### src/rtl/hrx_pkg.sv
package hrx_pkg;

  localparam logic [1:0] MODE_OFF = 2'b00;
  localparam logic [1:0] MODE_PCI = 2'b01;

  typedef enum logic [2:0] {
    ST_IDLE  = 3'd0,
    ST_WAIT  = 3'd1,
    ST_ACK   = 3'd2,
    ST_RETRY = 3'd3,
    ST_HOLD  = 3'd4
  } hrx_state_e;

endpackage

### src/rtl/hrx_rst_sync.sv
module hrx_rst_sync #(
  parameter int STAGES = 2
) (
  input  logic clk,
  input  logic rst_n,
  output logic rst_sync_n
);

  logic [STAGES-1:0] sync_q;

  always_ff @(posedge clk or negedge rst_n) begin
    if (!rst_n) sync_q <= '0;
    else        sync_q <= {sync_q[STAGES-2:0], 1'b1};
  end

  assign rst_sync_n = sync_q[STAGES-1];

endmodule

### src/rtl/hrx_decode.sv
module hrx_decode
  import hrx_pkg::*;
#(
  parameter int              PCI_AW    = 32,
  parameter int              WIN_W     = 16,
  parameter logic [15:0]     WIN_LO    = 16'h001C,
  parameter logic [15:0]     WIN_HI    = 16'hFFFC,
  parameter int              GB_BASE_W = 8,
  parameter int              GB_SEL_W  = 3,
  parameter logic [2:0]      GB_SEL    = 3'b111,
  localparam int             GB_AW     = GB_BASE_W + GB_SEL_W,
  localparam int             PB_W      = PCI_AW - WIN_W
) (
  input  logic [1:0]           cfg_mode,
  input  logic [PB_W-1:0]      cfg_pci_base,
  input  logic [GB_BASE_W-1:0] cfg_gb_base,
  input  logic [PCI_AW-1:0]    pci_addr,
  input  logic                 pci_rd,
  input  logic [GB_AW-1:0]     gb_addr,
  input  logic                 gb_rd,
  output logic                 pci_req,
  output logic                 gb_req
);

  logic [WIN_W-1:0] win_off;
  logic             pci_hit;
  logic             gb_hit;

  assign win_off = pci_addr[WIN_W-1:0];

  always_comb begin
    pci_hit = (cfg_mode == MODE_PCI)
           && (pci_addr[PCI_AW-1:WIN_W] == cfg_pci_base)
           && (win_off >= WIN_LO[WIN_W-1:0])
           && (win_off <= WIN_HI[WIN_W-1:0]);
    gb_hit  = cfg_mode[1]
           && (gb_addr[GB_AW-1:GB_SEL_W] == cfg_gb_base)
           && (gb_addr[GB_SEL_W-1:0] == GB_SEL[GB_SEL_W-1:0]);
  end

  assign pci_req = pci_hit && pci_rd;
  assign gb_req  = gb_hit && gb_rd;

endmodule

### src/rtl/hrx_hold.sv
module hrx_hold #(
  parameter int DATA_W = 24
) (
  input  logic              clk,
  input  logic              rst_n,
  input  logic              flush,
  input  logic              take,
  input  logic [DATA_W-1:0] core_word,
  input  logic              core_valid,
  output logic              full_q,
  output logic [DATA_W-1:0] word_q
);

  logic              full_d;
  logic              load;
  logic [DATA_W-1:0] word_d;

  always_comb begin
    load   = core_valid && !full_q && !flush;
    full_d = full_q;
    word_d = word_q;
    if (flush || take) begin
      full_d = 1'b0;
    end else if (load) begin
      full_d = 1'b1;
    end
    if (load) begin
      word_d = core_word;
    end
  end

  always_ff @(posedge clk or negedge rst_n) begin
    if (!rst_n) begin
      full_q <= 1'b0;
      word_q <= '0;
    end else begin
      full_q <= full_d;
      word_q <= word_d;
    end
  end

endmodule

### src/rtl/hrx_fsm.sv
module hrx_fsm
  import hrx_pkg::*;
#(
  parameter int WAIT_LIMIT = 8,
  localparam int CNT_W     = $clog2(WAIT_LIMIT + 1)
) (
  input  logic       clk,
  input  logic       rst_n,
  input  logic       pci_req,
  input  logic       gb_req,
  input  logic       pci_rd,
  input  logic       gb_rd,
  input  logic       full,
  input  logic       wait_dis,
  output hrx_state_e state_q,
  output logic       sel_pci_q,
  output logic       take
);

  hrx_state_e       state_d;
  logic             sel_pci_d;
  logic [CNT_W-1:0] cnt_q;
  logic [CNT_W-1:0] cnt_d;
  logic             live;

  assign live = sel_pci_q ? pci_rd : gb_rd;

  always_comb begin
    state_d   = state_q;
    sel_pci_d = sel_pci_q;
    cnt_d     = cnt_q;
    case (state_q)
      ST_IDLE: begin
        if (pci_req || gb_req) begin
          sel_pci_d = pci_req;
          if (full) begin
            state_d = ST_ACK;
          end else if (pci_req && wait_dis) begin
            state_d = ST_RETRY;
          end else begin
            state_d = ST_WAIT;
            cnt_d   = CNT_W'(1);
          end
        end
      end
      ST_WAIT: begin
        if (!live) begin
          state_d = ST_IDLE;
        end else if (full) begin
          state_d = ST_ACK;
        end else if (sel_pci_q && (cnt_q == CNT_W'(WAIT_LIMIT))) begin
          state_d = ST_RETRY;
        end else if (sel_pci_q) begin
          cnt_d = cnt_q + CNT_W'(1);
        end
      end
      ST_ACK, ST_RETRY: begin
        state_d = ST_HOLD;
      end
      ST_HOLD: begin
        if (!live) state_d = ST_IDLE;
      end
      default: begin
        state_d = ST_IDLE;
      end
    endcase
  end

  assign take = (state_d == ST_ACK) && (state_q != ST_ACK);

  always_ff @(posedge clk or negedge rst_n) begin
    if (!rst_n) begin
      state_q   <= ST_IDLE;
      sel_pci_q <= 1'b0;
      cnt_q     <= '0;
    end else begin
      state_q   <= state_d;
      sel_pci_q <= sel_pci_d;
      cnt_q     <= cnt_d;
    end
  end

endmodule

### src/rtl/hrx_format.sv
module hrx_format #(
  parameter int DATA_W = 24,
  parameter int HALF_W = 16,
  parameter int OUT_W  = 32
) (
  input  logic [1:0]        fmt,
  input  logic [DATA_W-1:0] word,
  output logic [OUT_W-1:0]  lanes
);

  always_comb begin
    case (fmt)
      2'd0:    lanes = OUT_W'(word);
      2'd1:    lanes = OUT_W'(word[DATA_W-1 -: HALF_W]);
      default: lanes = OUT_W'(word[HALF_W-1:0]);
    endcase
  end

endmodule

### src/rtl/hrx_read_port.sv
module hrx_read_port
  import hrx_pkg::*;
#(
  parameter int DATA_W     = 24,
  parameter int HALF_W     = 16,
  parameter int PCI_DW     = 32,
  parameter int PCI_AW     = 32,
  parameter int WIN_W      = 16,
  parameter int GB_BASE_W  = 8,
  parameter int GB_SEL_W   = 3,
  parameter int WAIT_LIMIT = 8,
  localparam int GB_AW     = GB_BASE_W + GB_SEL_W,
  localparam int PB_W      = PCI_AW - WIN_W,
  localparam int BE_W      = PCI_DW / 8
) (
  input  logic                 clk,
  input  logic                 rst_n,
  input  logic                 sw_flush_host,
  input  logic                 sw_flush_core,
  input  logic [1:0]           cfg_mode,
  input  logic [1:0]           cfg_fmt,
  input  logic                 cfg_req_en,
  input  logic                 cfg_dma_en,
  input  logic                 cfg_wait_dis,
  input  logic [PB_W-1:0]      cfg_pci_base,
  input  logic [GB_BASE_W-1:0] cfg_gb_base,
  input  logic [DATA_W-1:0]    core_word,
  input  logic                 core_valid,
  output logic                 rx_rdy,
  input  logic                 pci_rd,
  input  logic [PCI_AW-1:0]    pci_addr,
  input  logic [BE_W-1:0]      pci_be_n,
  output logic [PCI_DW-1:0]    pci_data,
  output logic                 pci_wait,
  output logic                 pci_ack,
  output logic                 pci_retry,
  input  logic                 gb_rd,
  input  logic [GB_AW-1:0]     gb_addr,
  output logic [DATA_W-1:0]    gb_data,
  output logic                 gb_wait,
  output logic                 gb_ack,
  output logic                 req_stat,
  output logic                 irq_n,
  output logic                 dreq_n
);

  logic              rst_i_n;
  logic              pci_req;
  logic              gb_req;
  logic              full;
  logic [DATA_W-1:0] word;
  hrx_state_e        state;
  logic              sel_pci;
  logic              take;
  logic [PCI_DW-1:0] lanes;
  logic [PCI_DW-1:0] out_q;
  logic [PCI_DW-1:0] out_d;
  logic              unused_be;
  logic              gb_mode;

  // Byte enables never gate read lanes for this register.
  assign unused_be = ^pci_be_n;

  hrx_rst_sync u_rst (
    .clk        (clk),
    .rst_n      (rst_n),
    .rst_sync_n (rst_i_n)
  );

  hrx_decode #(
    .PCI_AW    (PCI_AW),
    .WIN_W     (WIN_W),
    .GB_BASE_W (GB_BASE_W),
    .GB_SEL_W  (GB_SEL_W)
  ) u_dec (
    .cfg_mode     (cfg_mode),
    .cfg_pci_base (cfg_pci_base),
    .cfg_gb_base  (cfg_gb_base),
    .pci_addr     (pci_addr),
    .pci_rd       (pci_rd),
    .gb_addr      (gb_addr),
    .gb_rd        (gb_rd),
    .pci_req      (pci_req),
    .gb_req       (gb_req)
  );

  // Hardware reset acts asynchronously on the holder; flushes act on the edge.
  hrx_hold #(.DATA_W(DATA_W)) u_hold (
    .clk        (clk),
    .rst_n      (rst_n),
    .flush      (sw_flush_host || sw_flush_core || !rst_i_n),
    .take       (take),
    .core_word  (core_word),
    .core_valid (core_valid),
    .full_q     (full),
    .word_q     (word)
  );

  hrx_fsm #(.WAIT_LIMIT(WAIT_LIMIT)) u_fsm (
    .clk       (clk),
    .rst_n     (rst_i_n),
    .pci_req   (pci_req),
    .gb_req    (gb_req),
    .pci_rd    (pci_rd),
    .gb_rd     (gb_rd),
    .full      (full),
    .wait_dis  (cfg_wait_dis),
    .state_q   (state),
    .sel_pci_q (sel_pci),
    .take      (take)
  );

  hrx_format #(
    .DATA_W (DATA_W),
    .HALF_W (HALF_W),
    .OUT_W  (PCI_DW)
  ) u_fmt (
    .fmt   (cfg_fmt),
    .word  (word),
    .lanes (lanes)
  );

  // Read data is captured at the consuming edge so it stays stable while acked.
  always_comb begin
    out_d = out_q;
    if (take) out_d = lanes;
  end

  always_ff @(posedge clk or negedge rst_i_n) begin
    if (!rst_i_n) out_q <= '0;
    else          out_q <= out_d;
  end

  assign pci_ack   = (state == ST_ACK) && sel_pci;
  assign gb_ack    = (state == ST_ACK) && !sel_pci;
  assign pci_retry = (state == ST_RETRY);
  assign pci_wait  = (state == ST_WAIT) && sel_pci;
  assign gb_wait   = (state == ST_WAIT) && !sel_pci;
  assign pci_data  = pci_ack ? out_q : '0;
  assign gb_data   = gb_ack ? out_q[DATA_W-1:0] : '0;

  assign rx_rdy   = full;
  assign gb_mode  = cfg_mode[1];
  assign req_stat = full && cfg_req_en;
  assign irq_n    = !(req_stat && gb_mode && !cfg_dma_en);
  assign dreq_n   = !(req_stat && gb_mode && cfg_dma_en);

endmodule

### config.mk
export PLATFORM = sky130hd
export DESIGN_NAME = hrx_read_port
export DESIGN_NICKNAME = d
export VERILOG_FILES = /design/src/rtl/hrx_pkg.sv /design/src/rtl/hrx_rst_sync.sv /design/src/rtl/hrx_decode.sv /design/src/rtl/hrx_hold.sv /design/src/rtl/hrx_fsm.sv /design/src/rtl/hrx_format.sv /design/src/rtl/hrx_read_port.sv
export SDC_FILE = /design/constraint.sdc
export NUM_CORES = 1
export LEC_CHECK = 0
export ABC_AREA = 1
export BUFFER_PORTS_ARGS = -buffer_cell sky130_fd_sc_hd__buf_2
export CAP_MARGIN = 20
export CORE_MARGIN = 2
export CORE_UTILIZATION = 39
export DETAILED_ROUTE_END_ITERATION = 8
export PLACE_DENSITY_LB_ADDON = 0.25
export RECOVER_POWER = 50
export SLEW_MARGIN = 40
export SYNTH_ARGS = -nofsm -noshare
export SYNTH_HDL_FRONTEND = slang
export SYNTH_SLANG_ARGS = --single-unit
export TNS_END_PERCENT = 50
### constraint.sdc
create_clock -name clk -period 1.29 [get_ports clk]
set_input_delay 0.3225 -clock clk [delete_from_list [all_inputs] [get_ports clk]]
set_output_delay 0.3225 -clock clk [all_outputs]
set_load 0.005 [all_outputs]
==> reports/metrics.csv <==
metric,value,unit
seq_area,1480,um^2
fillCellCount,808,
final_hold_viol_count,0,
root_buffer,clkbuf_8,
area_delta_synth_final,51.7,%
grt_pass1_vias,3586,
io_pins,174,
ys_ff_latch,59,
antenna_found_initial,0,
internal-power,3460,uW
p_switching,1210,uW
htree_levels,3,
end_kind,primary output,
pwr-share-comb,16.3,%
cts_made_buffers,9,
grt_max_degree,34,
clk_path_buf_depth,2,
rsz0062_at_grt,yes,
timing.fmax,516,MHz
drtAntennaViolNets,0,
violations,negative setup slack,
core_area,8810,um^2
drc_errors,0,
setup_viol,97,
clkSlewWorstSetupHoldPaths,0.07,ns
dr.pass1.iters,4,
min_period,1.94,ns
postPlaceCellArea,4950,um^2
vias,3768,
switching_share,25.9,%
grt_usage,19.9,%
maxCapViolCount,0,
cts_tree,done,
period_share,150,%
gp_congestion,0.822,
drtIter0Drc,223,
drt_wl_total,10000,um
diodes,0,
die_w,99.9,um
power-per-cell-area,859,nW/um^2
r2r_slack,-0.60,ns
wl_per_cell,12.2,um
worstPathArrival,1.62,ns
final-instance-count-excl-fill,823,
insertion_delay,0.34,ns
r2r_cells,12,
finalClockSkew,0.00701,ns
stdcell_area,5440,um^2
clock_sinks,59,
syn_area,3590,um^2
path_class,register to primary output,
dp_cells,796,
start_util,40.7,%
ir_worst_vdd,858,uV
power_frac_clock,39.0,%
yosysWarnings,0,
p_leak,0.00295,uW
syn_inst,506,
worstPathRequired,0.97,ns
startpoint_type,register,
viasPerCell,4.58,
dp_hpwl,7470,um
grt-ovfl-total,0,
status,finished with violations,
die_h,99.9,um
fp.dieArea,9980,um^2
hp-class,input pin to register,
avgSynthCellArea,7.09,um^2
seq_area_frac_synth,41.2,%
relSlewSlack,45.3,%
multi_input_area,1970,um^2
drive_above_1_share,43.4,%
grt_pass1_wl,16000,um
synth.distinct_cells,31,
power,4670,uW
std_cell_rows,34,
final_net_count,821,
seqPwrFrac,44.8,%
tightest_slew,0.821,ns
io_buffers,161,
slew_viol_final,0,
crit_fanout,19,
hold_depth,2,
fin_ws,-0.649,ns
==> Yosys cell counts, drive strengths merged <==
cell type,n,area [um^2]
or2,4,25.0
a21oi,19,95.1
ha,2,25.0
clkbuf,7,26.3
nor4,1,6.26
mux2i,1,10.0
mux2,18,203
nand2,113,439
o21ai,6,33.8
nor3,7,40.0
buf,17,121
dfrtp,59,1480
nand3,41,205
nand4,3,18.8
xnor2,5,43.8
nor2,112,423
xor2,8,70.1
inv,78,293
nand3b,1,7.51
o22ai,1,6.26
o211a,1,10.0
conb,2,7.51
==> power groups by stage <==
stage	sequential (uW)	clock, uW	combinational (uW)
after floorplan	2110	0	425
after global placement	2120	0	732
after detailed placement	2120	0	743
after CTS	2090	1840	757
after global routing	2110	1920	859
final	2090	1820	759
==> cell type report <==
type / count / share of cell area [%]
multi-input cells: 352 / 36.1
flip-flops and latches: 59 / 27.2
repair buffers: 210 / 25.0
inverters: 78 / 5.38
well taps: 108 / 2.48
clock buffers: 11 / 2.41
clock inverters: 5 / 1.43
==> critical path, cell delays in order (launching register included) <==
cell and delay [ns]:
dfrtp_1 0.41, buf_4 0.17, nor3_2 0.23, inv_2 0.09
buf_12 0.16, nor2_1 0.08, buf_2 0.12
==> kinds of logic (layout without fill, tap and decap cells) <==
logic type | count (synthesis) | in the layout | share of synthesized area, %
mux | 19 | 19 | 5.93
buf+inv | 102 | 304 | 12.3
simple gates | 282 | 282 | 32.5
compound gates | 27 | 27 | 4.05
flops | 59 | 59 | 41.2
fa+ha+maj | 2 | 2 | 0.698
xor+xnor | 13 | 13 | 3.18
other cells | 2 | 9 | 0.209
==> final timing paths <==
path | startpoint | to
setup / recovery | u_fsm.state_q[0]$_DFF_PN0_ | pci_data[9]
hold / removal | core_word[6] | u_hold.word_q[6]$_DFFE_PN0P_
setup reg to reg | u_fsm.state_q[1]$_DFF_PN0_ | out_q[5]$_DFFE_PN0P_
hold reg to reg | u_rst.sync_q[0]$_DFF_PN0_ | u_rst.sync_q[1]$_DFF_PN0_
max in group asynchronous | u_rst.sync_q[1]$_DFF_PN0_ | u_fsm.state_q[0]$_DFF_PN0_
min in group asynchronous | u_rst.sync_q[1]$_DFF_PN0_ | u_fsm.cnt_q[3]$_DFFE_PN0P_
==> registers in the layout (all words and copies together) (netlist names) <==
signal,count
u_hold.word_q,24
u_fsm.sel_pci_q,1
out_q,24
u_hold.full_q,1
u_fsm.cnt_q,4
u_rst.sync_q,2
u_fsm.state_q,3
==> placed cells by master, fill, tap and decap left out, types with 6 or more instances in the layout <==
cell type	instances
nor2_4	8
buf_12	9
mux2_2	18
nand2_1	107
dfrtp_1	58
buf_4	30
nand3_1	16
nor2_1	88
nor2_2	16
buf_6	8
nand3_2	24
inv_2	6
clkbuf_8	9
buf_2	159
conb_1	9
inv_1	72
xor2_1	8
a21oi_1	19
==> routing by layer <==
| layer | wire [um] | global-route usage [%] |
|---|---|---|
| met1 | 4500 | 26.4 |
| met2 | 4800 | 33.2 |
| met3 | 584 | 3.83 |
| met4 | 142 | 6.11 |
| met5 | 0 | 0 |
==> stage by stage <==
stage | hold slack [ns] | setup TNS [ns] | utilization (%) | worst slack [ns]
2_1_floorplan | 0.0269 | -21.54 | - | -0.313
3_3_place_gp | 0.333 | -27.62 | 56.2 | -0.476
3_5_place_dp | 0.336 | -29.36 | 56.2 | -0.489
4_1_cts | 0.198 | -46.23 | 60.2 | -0.638
5_1_grt | 0.206 | -60.19 | 61.8 | -0.738
6_report | 0.205 | -51.33 | 61.8 | -0.649
==> repair_timing <==
| action | in CTS | in global routing |
|---|---|---|
| gates resized for setup | 23 | 27 |
| endpoints found under the hold margin | 8 | 0 |
| setup endpoints to repair | 102 | 108 |
| gates cloned | 1 | 1 |
| hold buffers | 1 | 0 |
| setup buffers | 5 | 3 |
| pin swaps | 6 | 6 |
Note: power is estimated with default switching activity, not from simulation.
